$ cat src/rtl/alu_pkg.sv
package alu_pkg;
  localparam int unsigned OP_W = 3;

  typedef enum logic [OP_W-1:0] {
    OP_AND = 3'b000,
    OP_OR  = 3'b001,
    OP_ADD = 3'b010,
    OP_SUB = 3'b110,
    OP_SLT = 3'b111
  } alu_op_e;

  // slice output multiplexer select (low opcode bits)
  localparam logic [1:0] SEL_AND  = 2'b00;
  localparam logic [1:0] SEL_OR   = 2'b01;
  localparam logic [1:0] SEL_SUM  = 2'b10;
  localparam logic [1:0] SEL_LESS = 2'b11;
endpackage

$ cat src/rtl/alu_bit_slice.sv
module alu_bit_slice
  import alu_pkg::*;
(
  input  logic       a_i,
  input  logic       b_i,
  input  logic       binv_i,
  input  logic       cin_i,
  input  logic       less_i,
  input  logic [1:0] sel_i,
  output logic       res_o,
  output logic       cout_o
);
  logic b_eff, sum;

  assign b_eff  = b_i ^ binv_i;
  assign sum    = a_i ^ b_eff ^ cin_i;
  assign cout_o = (a_i & b_eff) | (a_i & cin_i) | (b_eff & cin_i);

  always_comb begin
    unique case (sel_i)
      SEL_AND: res_o = a_i & b_i;
      SEL_OR:  res_o = a_i | b_i;
      SEL_SUM: res_o = sum;
      default: res_o = less_i;
    endcase
  end
endmodule

$ cat src/rtl/alu_less_unit.sv
module alu_less_unit (
  input  logic a_sign_i,
  input  logic b_sign_i,
  input  logic diff_sign_i,
  output logic less_o
);
  // mixed signs decide directly; equal signs cannot overflow
  assign less_o = (a_sign_i ^ b_sign_i) ? a_sign_i : diff_sign_i;
endmodule

$ cat src/rtl/alu_ovf_unit.sv
module alu_ovf_unit (
  input  logic sub_i,
  input  logic a_sign_i,
  input  logic b_sign_i,
  input  logic r_sign_i,
  output logic ovf_o
);
  logic b_eff_sign;

  assign b_eff_sign = b_sign_i ^ sub_i;
  assign ovf_o      = (a_sign_i == b_eff_sign) && (r_sign_i != a_sign_i);
endmodule

$ cat src/rtl/alu_core.sv
module alu_core
  import alu_pkg::*;
#(
  parameter int unsigned WIDTH = 32
) (
  input  logic [WIDTH-1:0] a_i,
  input  logic [WIDTH-1:0] b_i,
  input  logic [OP_W-1:0]  op_i,
  output logic [WIDTH-1:0] result_o,
  output logic             carry_o,
  output logic             zero_o,
  output logic             overflow_o
);
  localparam int unsigned MSB = WIDTH - 1;

  logic [WIDTH:0]   carry;
  logic [WIDTH-1:0] slice_res;
  logic             binv;
  logic             less;
  logic             sum_msb;
  logic             ovf_raw;
  logic             op_valid;
  logic             op_arith;

  assign binv     = op_i[2];
  assign carry[0] = binv;

  assign op_valid = (op_i == OP_AND) || (op_i == OP_OR) || (op_i == OP_ADD) ||
                    (op_i == OP_SUB) || (op_i == OP_SLT);
  assign op_arith = (op_i == OP_ADD) || (op_i == OP_SUB);

  for (genvar i = 0; i < WIDTH; i++) begin : g_slice
    logic less_in;
    if (i == 0) begin : g_lsb
      assign less_in = less;
    end else begin : g_upper
      assign less_in = 1'b0;
    end
    alu_bit_slice u_slice (
      .a_i    (a_i[i]),
      .b_i    (b_i[i]),
      .binv_i (binv),
      .cin_i  (carry[i]),
      .less_i (less_in),
      .sel_i  (op_i[1:0]),
      .res_o  (slice_res[i]),
      .cout_o (carry[i+1])
    );
  end

  // sign of the adder output, independent of the slice mux
  assign sum_msb = a_i[MSB] ^ b_i[MSB] ^ binv ^ carry[MSB];

  alu_less_unit u_less (
    .a_sign_i    (a_i[MSB]),
    .b_sign_i    (b_i[MSB]),
    .diff_sign_i (sum_msb),
    .less_o      (less)
  );

  alu_ovf_unit u_ovf (
    .sub_i    (binv),
    .a_sign_i (a_i[MSB]),
    .b_sign_i (b_i[MSB]),
    .r_sign_i (sum_msb),
    .ovf_o    (ovf_raw)
  );

  assign result_o   = op_valid ? slice_res : '0;
  assign carry_o    = op_arith & carry[WIDTH];
  assign overflow_o = op_arith & ovf_raw;
  assign zero_o     = ~|result_o;
endmodule

$ cat config.mk
export PLATFORM = sky130hd
export DESIGN_NAME = alu_core
export DESIGN_NICKNAME = d
export VERILOG_FILES = /design/src/rtl/alu_pkg.sv /design/src/rtl/alu_bit_slice.sv /design/src/rtl/alu_less_unit.sv /design/src/rtl/alu_ovf_unit.sv /design/src/rtl/alu_core.sv
export SDC_FILE = /design/constraint.sdc
export NUM_CORES = 1
export LEC_CHECK = 0
export BUFFER_PORTS_ARGS = -buffer_cell sky130_fd_sc_hd__buf_2
export CAP_MARGIN = 20
export CORE_ASPECT_RATIO = 1.4
export CORE_MARGIN = 5
export CORE_UTILIZATION = 35
export DETAILED_ROUTE_END_ITERATION = 8
export PLACE_DENSITY = 0.7
export SLEW_MARGIN = 20
export SYNTH_ARGS = -nofsm -noshare
export SYNTH_HDL_FRONTEND = slang
export SYNTH_SLANG_ARGS = --single-unit
$ cat constraint.sdc
create_clock -name vclk -period 28.3
set_input_delay 7.075 -clock vclk [all_inputs]
set_output_delay 7.075 -clock vclk [all_outputs]
set_load 0.02 [all_outputs]
==> results.toml, run 1 <==
[placed_design]
dp.cells = 349
dp_slack_ps = -81.34
gp_congestion = 0.8251
dpl.hpwl_um = 4444
io_buffer_count = 102

[route]
drc = 0
vias = 1743
routedWlPerCell_um = 15.16
drt_iter0_markers = 23
wirelength_um = 5291
first_pass_iters = 4
ant_nets = 0
routed_via_density = 4.994

[final_layout]
antenna_cells = 0
final.fill_count = 509
multi_input_area_sq_um = 1775
syn2layout_area_growth_pct = 34.89
layout-drive-gt1-share = 0.4629
stdcell_count = 349
seq_area_sq_um = 0
seq_cells = 0
nNetsFinal = 386
n_clock_buffer = 0
finish.utilization = 0.4829

[status]
status = "finished, final reports clean"

[timing]
tightest_slew_ps = 664.6
tns_ps = 0
hold_viol = 0
timing.final.ws_setup_ps = 467.4
setup_viol = 0
fmax_mhz = 35.93
period_minus_slack_ps = 27830
whs_ps = 14650
rsz0062_at_grt = "false"
slew_violations = 0
fin_crit_sh = 0.9835
slew_headroom = 0.5565

[synth]
synth_cell_types = 34
syn_nets = 288
syn_inst = 187
ys_seq_area_frac = 0
synthTopCellsByArea = "fa_1, maj3_1, xor2_1, a22o_1, inv_1"
synth_commonest_cells = "fa_1, xor2_1, maj3_1"
syn_area_per_cell_sq_um = 9.876
synth_top_area_share = 0.3360
synth_largest_area_cell = "fa_1"
yosysWarnings = 0
syn_area_sq_um = 1847
yosysMostFrequentCell = "fa_1"

[pwr]
ir_drop_uv = 9.839
pwr_density_cell_nw_per_um2 = 25.70
p_leak_uw = 0.001208

[grt]
grt.total_usage = 0.1429
overflow = 0
grt_pass1_vias = 1772
antenna_found_initial = 0
grt_pass1_wl_um = 8079
grt_max_degree = 39

[critical_path]
end_kind = "output port"
worstSetupStartpointType = "primary input"
critical_path_class = "in2out"
cp_data_required_time_ps = 21220
cp_slowest_stage_delay_ps = 440
arrival_ps = 20760
critPathSlowestCell = "or4_4"
cp-startpoint = "b_i[0]"
critPathMostFrequentCell = "fa_1"
crit_fanout = 4

[floorplan]
start_util = 0.3580
core_sq_um = 5159
die_w_um = 71.39
dieHeight_um = 95.95
dieArea_sq_um = 6850
ios = 102
rows = 31

[hold_path]
min_path_cells = 4
min-delay-start = "a_i[31]"
holdPathEnd = "overflow_o"
hold_path.class = "in2out"

[job]
max-cap-violations = 0

[cts]
cts_setup_buffers = 0
-- cells by family (layout without fill, tap and decap cells) --
group / Yosys count / in the layout / share of synthesized area
xor+xnor: 35 / 35 / 0.1660
fa+ha+maj: 64 / 64 / 0.5217
simple gates: 21 / 21 / 0.07318
mux: 2 / 2 / 0.01084
buf+inv: 30 / 126 / 0.06911
compound gates: 35 / 35 / 0.1592
-- cells in the final DEF, fill, tap and decap left out, drive strengths merged, types with 3 or more instances in the layout --
cell and instances:
buf 110, fa 31, maj3 30, xor2 29, a22o 24, inv 16, xnor2 6, nand2 4
nor4 4, a2bb2oi 3, a22oi 3, ha 3, or4 3
-- routing by layer --
layer | GRT usage | part of all wire
met2 | 0.2891 | 0.56
met1 | 0.1721 | 0.38
met3 | 0.01045 | 0.059
met4 | 0 | 0
met5 | 0 | 0
-- metrics by stage --
stage	instance area [sq um]	total power, uW
after floorplan	1847	41.35
after CTS	2461	63.86
final	2491	64.01
after global placement	2435	61.15
after detailed placement	2435	63.16
after global routing	2491	72.03
-- report_power, final --
part / internal [uW] / switching [uW]
clock network: 0 / 0
logic: 28.9 / 35.2
registers: 0 / 0
total: 28.9 / 35.2
-- how the worst max path moves through the flow --
stage | endpoint | slack [ps] | depth (start not counted)
final | zero_o | 470 | 42
after global routing | zero_o | 70 | 42
after CTS | zero_o | 30 | 42
after detailed placement | zero_o | -80 | 42
after global placement | zero_o | 20 | 42
after floorplan | zero_o | 330 | 42
-- cell type report --
cell class / instances / area share
well taps: 66 / 0.03315
multi-input cells: 157 / 0.7127
repair buffers: 110 / 0.2300
inverters: 16 / 0.02411
-- repair_timing --
action	in CTS	in global routing
gates resized for setup	5	11
setup endpoints to repair	1	1
hold buffers	0	0
pin swaps	0	2
hold endpoints to repair	0	0
-- critical path: cells and delay by family --
family / cells / cell delay, ps
buffers and inverters: 5 / 510
adder cells (fa/ha/maj): 31 / 11560
AND/OR/NAND/NOR: 4 / 1060
multiplexers: 1 / 240
AO/OA/AOI/OAI: 1 / 310
No activity file was read; power rests on OpenSTA's default activity.
==> run 2: changes to the inputs <==
- CAP_MARGIN: 20 -> 10
- CORE_ASPECT_RATIO: 1.4 -> 0.8
==> results.toml, run 2 (synthesis gave the netlist of run 1 again) <==
[route]
routed_via_density = 5.070
drc = 0
drt_iter0_markers = 46
routedWlPerCell_um = 16.13
ant_nets = 0
vias = 1729
wirelength_um = 5502
first_pass_iters = 4

[pwr]
ir_drop_uv = 11.44
pwr_density_cell_nw_per_um2 = 25.90
p_leak_uw = 0.001182

[timing]
whs_ps = 14660
tightest_slew_ps = 763.6
tns_ps = 0
fin_crit_sh = 0.9833
slew_violations = 0
rsz0062_at_grt = "false"
timing.final.ws_setup_ps = 471.3
period_minus_slack_ps = 27830
hold_viol = 0
slew_headroom = 0.4909
setup_viol = 0
fmax_mhz = 35.93

[placed_design]
dp.cells = 341
dpl.hpwl_um = 4537
gp_congestion = 0.8287
dp_slack_ps = -72.79
io_buffer_count = 102

[final_layout]
syn2layout_area_growth_pct = 32.38
stdcell_count = 341
nNetsFinal = 382
final_common_cell = "buf_2"
seq_area_sq_um = 0
layout_common_cells = "buf_2, xor2_1, maj3_1"
multi_input_area_sq_um = 1764
finish.utilization = 0.4827
n_clock_buffer = 0
antenna_cells = 0
seq_cells = 0
final.fill_count = 508
layout-drive-gt1-share = 0.4480

[status]
status = "finished, final reports clean"

[floorplan]
die_w_um = 91.22
rows = 23
start_util = 0.3646
dieArea_sq_um = 6838
dieHeight_um = 74.97
ios = 102
core_sq_um = 5065

[critical_path]
critPathSlowestCell = "or4_1"
crit_fanout = 4
worstSetupStartpointType = "primary input"
critical_path_class = "in2out"
cp_slowest_stage_delay_ps = 450
arrival_ps = 20750
cp_data_required_time_ps = 21220
critPathMostFrequentCell = "fa_1"
end_kind = "output port"

[cts]
holdBufCountCts = 0
cts_setup_buffers = 0

[grt]
overflow = 0
grt_max_degree = 39
grt_pass1_wl_um = 8873
antenna_found_initial = 0
grt_pass1_vias = 1872
grt.total_usage = 0.1544

[job]
max-cap-violations = 0

[hold_path]
hold_path.class = "in2out"
## run 2: cell types whose count changed in the layout (fill, tap and decap cells not counted), sizes merged
cell,delta
buf,-4
## run 2: metal layers
| layer | part of all wire | vias up | global-route usage |
|---|---|---|---|
| met5 | 0 | - | 0 |
| met4 | 0 | 0 | 0 |
| met3 | 0.051 | 0 | 0.01798 |
| met2 | 0.52 | 43 | 0.2992 |
| met1 | 0.43 | 838 | 0.1994 |
| li1 | - | 848 | - |
## run 2: critical path, delay by kind of cell
family / cells / cell delay, ps
muxes: 1 / 260
and+or+nand+nor: 4 / 1060
adders and majority gates: 31 / 11600
buffers and inverters: 5 / 520
AOI/OAI and AO/OA: 1 / 220
## run 2: what timing repair did
action	4_1_cts	5_1_grt
setup endpoints to repair	1	1
resized for setup	4	10
pin swaps	1	1
hold endpoints to repair	0	0
## run 2: path summary, 6_finish.rpt
kind,cells past startpoint,to,from
max,42,zero_o,b_i[0]
min,4,overflow_o,a_i[31]
## run 2: per-stage QoR
step           cell area, sq um  total power, uW
6_report                   2445            63.32
5_1_grt                    2445            70.47
4_1_cts                    2415            63.01
3_5_place_dp               2400            62.56
3_3_place_gp               2400            60.44
2_1_floorplan              1847            41.35
## run 2: cell type report
class	count	area share
multi-input cells	157	0.7216
repair buffers	106	0.2221
well taps	62	0.03173
inverters	16	0.02457
## run 2: power breakdown
| group | total [uW] | switching, uW | internal, uW | leakage, uW |
|---|---|---|---|---|
| Combinational | 63.3 | 35.2 | 28.1 | 0.00118 |
| Clock | 0 | 0 | 0 | 0 |
| Sequential | 0 | 0 | 0 | 0 |
| Total | 63.3 | 35.2 | 28.1 | 0.00118 |
